`src/rtl/code_row_pkg.sv`:
```
package code_row_pkg;

  typedef enum logic {
    SEQ_IDLE = 1'b0,
    SEQ_LOAD = 1'b1
  } seq_state_t;

endpackage

```
`src/rtl/bit_timer.sv`:
```
module bit_timer #(
  parameter int BITS = 16
) (
  input  logic clk,
  input  logic rst_n,
  input  logic data_en,
  output logic word_done,
  output logic deser_stb
);
  localparam int CW = (BITS > 1) ? $clog2(BITS) : 1;

  logic [CW-1:0] cnt_q, cnt_d;
  logic          stb_q, stb_d;

  always_comb begin
    word_done = data_en && (cnt_q == CW'(BITS-1));
    cnt_d     = cnt_q;
    stb_d     = 1'b0;
    if (!data_en) begin
      cnt_d = '0;
    end else if (word_done) begin
      cnt_d = '0;
      stb_d = 1'b1;
    end else begin
      cnt_d = cnt_q + CW'(1);
    end
  end

  always_ff @(posedge clk or negedge rst_n) begin
    if (!rst_n) begin
      cnt_q <= '0;
      stb_q <= 1'b0;
    end else begin
      cnt_q <= cnt_d;
      stb_q <= stb_d;
    end
  end

  assign deser_stb = stb_q;

  AST_ABORT_CLEARS: assert property (@(posedge clk) disable iff (!rst_n)
    !data_en |=> (cnt_q == '0) && !stb_q);
  AST_STB_SINGLE: assert property (@(posedge clk) disable iff (!rst_n)
    stb_q |=> !stb_q);

endmodule

```
`src/rtl/lane_shifter.sv`:
```
module lane_shifter #(
  parameter int BITS = 16
) (
  input  logic            clk,
  input  logic            rst_n,
  input  logic            shift_en,
  input  logic            cap_en,
  input  logic            bit_in,
  output logic [BITS-1:0] word_out
);
  logic [BITS-1:0] sh_q, sh_d;
  logic [BITS-1:0] cap_q, cap_d;

  always_comb begin
    sh_d  = sh_q;
    cap_d = cap_q;
    if (shift_en) sh_d = {sh_q[BITS-2:0], bit_in};
    if (cap_en) cap_d = {sh_q[BITS-2:0], bit_in};
  end

  always_ff @(posedge clk or negedge rst_n) begin
    if (!rst_n) begin
      sh_q  <= '0;
      cap_q <= '0;
    end else begin
      sh_q  <= sh_d;
      cap_q <= cap_d;
    end
  end

  assign word_out = cap_q;

  AST_CODE_HOLDS: assert property (@(posedge clk) disable iff (!rst_n)
    !cap_en |=> $stable(cap_q));

endmodule

```
`src/rtl/row_sequencer.sv`:
```
module row_sequencer
  import code_row_pkg::*;
#(
  parameter int ROWS    = 8,
  parameter int PRE_LEN = 15
) (
  input  logic            clk,
  input  logic            rst_n,
  input  logic            deser_stb,
  output logic [ROWS-1:0] load_row,
  output logic            load_global
);
  localparam int RW = (ROWS > 1) ? $clog2(ROWS) : 1;
  localparam int PW = $clog2(PRE_LEN + 1);

  seq_state_t    st_q, st_d;
  logic [PW-1:0] pre_q, pre_d;
  logic [RW-1:0] row_q, row_d;
  logic          glob_q, glob_d;

  always_comb begin
    st_d   = st_q;
    pre_d  = pre_q;
    row_d  = row_q;
    glob_d = 1'b0;
    if (deser_stb) begin
      st_d  = SEQ_LOAD;
      pre_d = PW'(PRE_LEN);
    end else if (st_q == SEQ_LOAD) begin
      if (pre_q == PW'(1)) begin
        st_d  = SEQ_IDLE;
        pre_d = '0;
        if (row_q == RW'(ROWS-1)) begin
          row_d  = '0;
          glob_d = 1'b1;
        end else begin
          row_d = row_q + RW'(1);
        end
      end else begin
        pre_d = pre_q - PW'(1);
      end
    end
  end

  always_ff @(posedge clk or negedge rst_n) begin
    if (!rst_n) begin
      st_q   <= SEQ_IDLE;
      pre_q  <= '0;
      row_q  <= '0;
      glob_q <= 1'b0;
    end else begin
      st_q   <= st_d;
      pre_q  <= pre_d;
      row_q  <= row_d;
      glob_q <= glob_d;
    end
  end

  for (genvar r = 0; r < ROWS; r++) begin : g_row
    assign load_row[r] = (st_q == SEQ_LOAD) && (row_q == RW'(r));
  end

  assign load_global = glob_q;

  AST_ROW_ONEHOT: assert property (@(posedge clk) disable iff (!rst_n)
    $onehot0(load_row));
  AST_LOAD_FOLLOWS: assert property (@(posedge clk) disable iff (!rst_n)
    deser_stb |=> (load_row != '0));
  AST_NO_OVERLAP: assert property (@(posedge clk) disable iff (!rst_n)
    deser_stb |-> (load_row == '0));
  AST_GLOB_PULSE: assert property (@(posedge clk) disable iff (!rst_n)
    load_global |=> !load_global);
  AST_GLOB_WRAP: assert property (@(posedge clk) disable iff (!rst_n)
    load_global |-> (row_q == '0) && (load_row == '0));

endmodule

```
`src/rtl/code_row_loader.sv`:
```
module code_row_loader #(
  parameter int LANES   = 18,
  parameter int BITS    = 16,
  parameter int ROWS    = 8,
  parameter int PRE_LEN = 15
) (
  input  logic                  clk,
  input  logic                  rst_n,
  input  logic [LANES-1:0]      lane_in,
  input  logic                  data_en,
  output logic [LANES*BITS-1:0] code_bus,
  output logic [ROWS-1:0]       load_row,
  output logic                  load_global
);
  localparam int WORD_W = LANES * BITS;

  logic [1:0] rsync_q;
  logic       rst_core_n;
  logic       word_done;
  logic       deser_stb;

  always_ff @(posedge clk or negedge rst_n) begin
    if (!rst_n) rsync_q <= 2'b00;
    else        rsync_q <= {rsync_q[0], 1'b1};
  end
  assign rst_core_n = rsync_q[1];

  bit_timer #(.BITS(BITS)) u_timer (
    .clk      (clk),
    .rst_n    (rst_core_n),
    .data_en  (data_en),
    .word_done(word_done),
    .deser_stb(deser_stb)
  );

  for (genvar j = 0; j < LANES; j++) begin : g_lane
    lane_shifter #(.BITS(BITS)) u_lane (
      .clk     (clk),
      .rst_n   (rst_core_n),
      .shift_en(data_en),
      .cap_en  (word_done),
      .bit_in  (lane_in[j]),
      .word_out(code_bus[j*BITS +: BITS])
    );
  end

  row_sequencer #(.ROWS(ROWS), .PRE_LEN(PRE_LEN)) u_seq (
    .clk        (clk),
    .rst_n      (rst_core_n),
    .deser_stb  (deser_stb),
    .load_row   (load_row),
    .load_global(load_global)
  );

  AST_RESET_QUIET: assert property (@(posedge clk)
    !rst_core_n |-> (load_row == '0) && !load_global && (code_bus == WORD_W'(0)));

endmodule

```
`config.mk`:
```
export PLATFORM = sky130hd
export DESIGN_NAME = code_row_loader
export DESIGN_NICKNAME = d
export VERILOG_FILES = /design/src/rtl/code_row_pkg.sv /design/src/rtl/bit_timer.sv /design/src/rtl/lane_shifter.sv /design/src/rtl/row_sequencer.sv /design/src/rtl/code_row_loader.sv
export SDC_FILE = /design/constraint.sdc
export NUM_CORES = 1
export LEC_CHECK = 0
export BUFFER_PORTS_ARGS = -buffer_cell sky130_fd_sc_hd__buf_2
export CAP_MARGIN = 10
export CORE_AREA = 4 4 152 301
export CTS_CLUSTER_SIZE = 24
export DETAILED_ROUTE_END_ITERATION = 12
export DIE_AREA = 0 0 156 305
export PLACE_DENSITY = 0.71
export SYNTH_ARGS = -nofsm -noshare
export SYNTH_HDL_FRONTEND = slang
export SYNTH_SLANG_ARGS = --single-unit
```
`constraint.sdc`:
```
create_clock -name clk -period 20.3 [get_ports clk]
set_input_delay 2.03 -clock clk [delete_from_list [all_inputs] [get_ports clk]]
set_output_delay 2.03 -clock clk [all_outputs]
set_load 0.005 [all_outputs]
```
# ---- After elaboration in Yosys (flattened, before gate mapping)
# Cells that the tools add are included.
dict set report totals {
  reg_bits 574
}
dict set report op_classes {
  add_sub_neg 3
  n_eq_ne 9
  muxes 15
  bitwise_logic 1
  n_reduce_logical 12
}
# cell n
set op_table {}
lappend op_table {{two-way mux 4 bit} 5}
lappend op_table {{== test 3 bit, second input constant} 4}
lappend op_table {{logical AND 1 bit} 9}
lappend op_table {{two-way mux 1 bit} 9}
lappend op_table {{== test 3 x 2 -> 1 bit, second input constant} 2}
lappend op_table {{adder 4 x 1 -> 4 bit, second input constant} 1}
lappend op_table {{== test 4 x 1 -> 1 bit, second input constant} 1}
lappend op_table {{== test 4 bit, second input constant} 1}
lappend op_table {{subtractor 4 x 1 -> 4 bit, second input constant} 1}
lappend op_table {{adder 3 x 1 -> 3 bit, second input constant} 1}
lappend op_table {{== test 3 x 1 -> 1 bit, second input constant} 1}
lappend op_table {{zero test 3 bit} 1}
lappend op_table {{two-way mux 3 bit} 1}
lappend op_table {{AND reduction 3 bit} 1}
lappend op_table {{nonzero test 2 bit} 1}
lappend op_table {{NOT 1 bit} 1}

# ---- Depth between registers and ports, before layout
dict set report depth {
  ltp_word 5
  mapped_depth 9
}

# ---- Modules after synthesis
# Synthesis repeated with hierarchy kept, for this count alone.
dict set report unflattened {
  hier_cells 1260
  area_unflattened_um2 23531.3
}
# module n_inst cells_per_inst area_per_inst_um2
set by_module_without_submodules {}
lappend by_module_without_submodules {lane_shifter 18 66 1262.5}
lappend by_module_without_submodules {row_sequencer 1 53 554.3}
lappend by_module_without_submodules {bit_timer 1 16 198.9}
lappend by_module_without_submodules {code_row_loader 1 3 53.8}

# ---- Worst setup path after synthesis
# OpenSTA, ideal clock, no wires.
dict set report synth_timing {
  path_kind {input-to-reg}
  start {in data_en}
  end {reg g_lane[0].u_lane.sh_q[0]}
  arrival_time_ns 2.935
  required_time_ns 20.175
  path_slack_ns 17.240
  path_stages 4
  cell_sequence {buf_2 > clkbuf_1 > buf_2 > mux2_2}
}
# element line
set synth_rtl {}
lappend synth_rtl {{start, declared} code_row_loader.sv:10} ;# input logic data_en,
lappend synth_rtl {{end signal, assigned} lane_shifter.sv:23} ;# sh_q <= '0;
lappend synth_rtl {{end signal, assigned} lane_shifter.sv:26} ;# sh_q <= sh_d;
lappend synth_rtl {{end, declared} lane_shifter.sv:11} ;# logic [BITS-1:0] sh_q, sh_d;
# No word-level cell between the ends.

# ---- Worst setup path after layout
dict set report layout_timing {
  start {in data_en}
  end {reg g_lane[4].u_lane.cap_q[3]}
}
dict set report layout_via {
  elab_chain_cells 1
}
# element line
set layout_lines {}
lappend layout_lines {{logical AND 1 bit} bit_timer.sv:16} ;# word_done = data_en && (cnt_q == CW'(BITS-1));
lappend layout_lines {{end signal, assigned} lane_shifter.sv:27} ;# cap_q <= cap_d;
lappend layout_lines {{end, declared} lane_shifter.sv:12} ;# logic [BITS-1:0] cap_q, cap_d;
# No other way between the ends.
# A chain may end at the register's enable or synchronous reset.

==> out/qor.yml <==
finish:
  sequential_cell_area_sq_um: 14370
  finish.net_count: 2174
  multi_input_area_sq_um: 6679
  post_route_cells_drive_above_1_share_pct: 30.79
  layout.filler_cells: 3608
  synthToLayoutAreaGrowth_pct: 16.07
  antenna-diode-count: 0
sta:
  slew_violations: 0
  clock_skew_ns: 0.01464
  setup_tns_ns: 0
  rsz0062_at_grt: "false"
  timing_hold_violations_final: 0
  final-setup-viol-count: 0
  hold_slack_ns: 0.2986
  max_freq_mhz: 202.4
  timing.slew.headroom_pct: 25.23
  transition_time_at_the_pin_with_the_least_slew_margin_ns: 1.122
  timing.final.crit_share_pct: 24.34
  min_period_ns: 4.942
cts:
  tritoncts: "yes"
  cts_made_buffers: 48
  clock_latency_ns: 0.55
  clkSlewWorstSetupHoldPaths_ns: 0.06
  post_cts_hold_buffer_count: 0
  ctsLongestPathBuffers: 3
  clock_sinks: 574
  post_cts_setup_inserts: 0
  clock-root-buffer: "sky130_fd_sc_hd__clkbuf_16"
  cts_htree_levels: 2
  ctsResizeCount: 0
grt:
  grt_remaining_overflow: 0
  first_pass_grt_wire_length_um: 74110
  pin_count_of_the_biggest_net_entering_global_routing: 213
  antenna_violations_before_repair: 0
  globalRouteTotalUtil_pct: 18.82
  number_of_global_route_vias_before_repair: 14200
synth:
  postSynthRegisterBits: 574
  number_of_distinct_library_cells_after_synthesis: 32
  largest_family_of_logic_cells_by_synthesized_area: "simple AND/OR/NAND/NOR gates"
  synthesis.area_per_instance_sq_um: 11.59
  syn_area_sq_um: 21570
  synth_nets: 1891
  synth_simple_gate_area_share_pct: 15.89
  post_synth_fa_ha_maj_area_fraction_pct: 0.5220
  yosysWarningCount: 0
  compound_gate_portion_of_the_synthesized_area_pct: 0.2146
  synth_xor_area_share_pct: 0.08121
  synth-seq-area-share_pct: 66.59
  synthMuxAreaShare_pct: 14.24
  postSynthCellCount: 1861
floorplan:
  number_of_standard_cell_rows_in_the_floorplan: 108
  die-height_um: 305
  core_region_area_sq_um: 43380
  io-pin-count: 318
  design.die.area_sq_um: 47580
  floorplan.die.width_um: 156
  initial_utilization_pct: 49.73
detailed_routing:
  drt-initial-drc-count: 727
  route.antenna.remaining_nets: 0
  routed-via-count: 13620
  avgViaCountPerCell: 4.990
  detail_route.drc_violations: 0
  totalWireLength_um: 44540
  drt_pass1_iterations: 4
  routed_wire_length_per_instance_um: 16.32
setup_path:
  path_class: "input pin to flop"
  timing.critical_path.to_type: "flop"
  cp_max_fo: 187
  critPathRequiredTime_ns: 20.78
  setup.worst_path.start_class: "input pin"
  cp_data_arrival_time_ns: 5.42
  r2r_setup_slack_ns: 16.76
job:
  drv.max_cap_violation_count: 0
pwr:
  leakage_uw: 0.01374
  power_per_cell_area_nw_per_um2: 106.5
  post-layout-total-power_uw: 2668
  vdd_drop_max_uv: 85.52
  internal_power_uw: 2035
  power_frac_seq_pct: 56.2
  power_switching_uw: 632.3
  power_frac_comb_pct: 9.2
  switching_share_pct: 23.70
  power.clock.fraction_pct: 34.5
outcome:
  status: "completed"
placement:
  detailedPlacementHpwl_um: 28270
  gp_congestion: 0.7669
  port-buffer-count: 317
hold_path:
  hold_class: "flop to asynchronous set/reset pin"
## cells in the final DEF, fill, tap and decap left out, types with 6 or more instances in the layout
cell type,Yosys,routed
sky130_fd_sc_hd__buf_2,68,316
sky130_fd_sc_hd__clkinv_2,0,6
sky130_fd_sc_hd__mux2_2,270,270
sky130_fd_sc_hd__ha_1,9,9
sky130_fd_sc_hd__and2_1,8,8
sky130_fd_sc_hd__dfrtp_1,574,573
sky130_fd_sc_hd__inv_1,6,6
sky130_fd_sc_hd__clkbuf_1,13,16
sky130_fd_sc_hd__nand2_1,866,866
sky130_fd_sc_hd__clkbuf_16,0,49
sky130_fd_sc_hd__clkbuf_8,0,7
sky130_fd_sc_hd__buf_4,13,10
## routing by layer
metal  GRT usage [%]  vias to the layer above  share of wire [%]
li1                -                     6467                  -
met1           23.90                     6758                 40
met2           32.24                      309                 51
met3           3.436                       85                5.2
met4           6.623                        0                3.4
met5               0                        -                  0
## synthesized netlist by cell type
cell type / number / area, sq um
sky130_fd_sc_hd__xnor2_1: 1 / 8.760
sky130_fd_sc_hd__mux2_2: 270 / 3040
sky130_fd_sc_hd__and3_1: 3 / 18.77
sky130_fd_sc_hd__or4b_1: 1 / 10.01
sky130_fd_sc_hd__nor2b_1: 1 / 6.260
sky130_fd_sc_hd__nor2_1: 1 / 3.750
sky130_fd_sc_hd__nand2b_1: 5 / 31.28
sky130_fd_sc_hd__o21ai_0: 4 / 20.02
sky130_fd_sc_hd__a21oi_1: 2 / 10.01
sky130_fd_sc_hd__conb_1: 1 / 3.750
sky130_fd_sc_hd__inv_1: 6 / 22.52
sky130_fd_sc_hd__nor4b_4: 1 / 23.77
sky130_fd_sc_hd__a21boi_0: 1 / 7.510
sky130_fd_sc_hd__inv_2: 1 / 3.750
sky130_fd_sc_hd__nor3_1: 1 / 5.000
sky130_fd_sc_hd__ha_1: 9 / 112.6
sky130_fd_sc_hd__buf_4: 13 / 97.59
sky130_fd_sc_hd__a211o_1: 1 / 8.760
sky130_fd_sc_hd__nand4b_1: 1 / 8.760
sky130_fd_sc_hd__buf_2: 68 / 340.3
sky130_fd_sc_hd__and2_1: 8 / 50.05
sky130_fd_sc_hd__clkbuf_1: 13 / 48.80
sky130_fd_sc_hd__nand2_1: 866 / 3251
sky130_fd_sc_hd__buf_6: 1 / 11.26
sky130_fd_sc_hd__mux2i_1: 2 / 20.02
sky130_fd_sc_hd__xor2_1: 1 / 8.760
sky130_fd_sc_hd__dfrtp_1: 574 / 14360
sky130_fd_sc_hd__buf_1: 1 / 3.750
sky130_fd_sc_hd__nor3b_1: 1 / 7.510
sky130_fd_sc_hd__mux2_1: 1 / 11.26
sky130_fd_sc_hd__nand3_1: 1 / 5.000
sky130_fd_sc_hd__nand4_1: 1 / 6.260
## area by class of cell
type | instances | area share (%)
clock inverters | 13 | 0.6996
multi-input cells | 1184 | 26.68
clock buffers | 72 | 5.522
inverters | 7 | 0.1349
repair buffers | 329 | 6.836
well taps | 550 | 2.748
flip-flops and latches | 574 | 57.38
## power groups by stage
stage / Clock [uW] / Sequential (uW) / Combinational (uW)
6_report: 921 / 1500 / 247
5_1_grt: 997 / 1530 / 277
4_1_cts: 950 / 1500 / 253
3_5_place_dp: 0 / 1520 / 251
3_3_place_gp: 0 / 1510 / 239
2_1_floorplan: 0 / 1490 / 205
## final timing paths
check,cells after the start,from,end
worst max-delay path,7,data_en,g_lane[4].u_lane.word_out[3]$_DFFE_PN0P_
worst min-delay path,0,rsync_q[1]$_DFF_PN0_,g_lane[10].u_lane.sh_q[1]$_DFFE_PN0P_
worst max register to register,7,u_timer.cnt_q[0]$_DFF_PN0_,g_lane[4].u_lane.word_out[3]$_DFFE_PN0P_
worst min register to register,0,rsync_q[1]$_DFF_PN0_,g_lane[10].u_lane.sh_q[1]$_DFFE_PN0P_
max in group asynchronous,3,rsync_q[1]$_DFF_PN0_,g_lane[1].u_lane.word_out[5]$_DFFE_PN0P_
min in group clk,0,rsync_q[0]$_DFF_PN0_,rsync_q[1]$_DFF_PN0_
## cells by family (layout without fill, tap and decap cells)
family | after synthesis | count (layout)
compound gates | 8 | 8
xor+xnor | 2 | 2
fa+ha+maj | 9 | 9
buf+inv | 103 | 421
flops | 574 | 574
mux | 273 | 273
other cells | 1 | 1
simple gates | 891 | 891
## through the flow
step	area, sq um	setup slack, ns	instances	util [%]
global placement	23480	14.80	2644	54.13
finish	25040	15.36	2729	57.72
global route	25040	15.06	2729	57.72
floorplan	21570	3.116	1861	-
CTS	25040	15.39	2729	57.72
detailed placement	23480	14.79	2644	54.13
## worst max-delay path, cell delays in order
cell,delay (ns)
sky130_fd_sc_hd__buf_8,0.45
sky130_fd_sc_hd__nand4_1,0.16
sky130_fd_sc_hd__buf_4,0.42
sky130_fd_sc_hd__inv_8,0.83
sky130_fd_sc_hd__buf_4,0.92
sky130_fd_sc_hd__nand2_1,0.16
sky130_fd_sc_hd__nand2_1,0.12
## state kept, by name (all words and copies together), names as in the netlist
| register | count |
|---|---|
| u_seq.st_q | 1 |
| u_seq.load_global | 1 |
| u_timer.cnt_q | 4 |
| u_seq.pre_q | 4 |
| u_seq.row_q | 3 |
| rsync_q | 2 |
| g_lane.u_lane.word_out | 288 |
| g_lane.u_lane.sh_q | 270 |
| u_timer.deser_stb | 1 |
(Power assumes the default switching activity.)
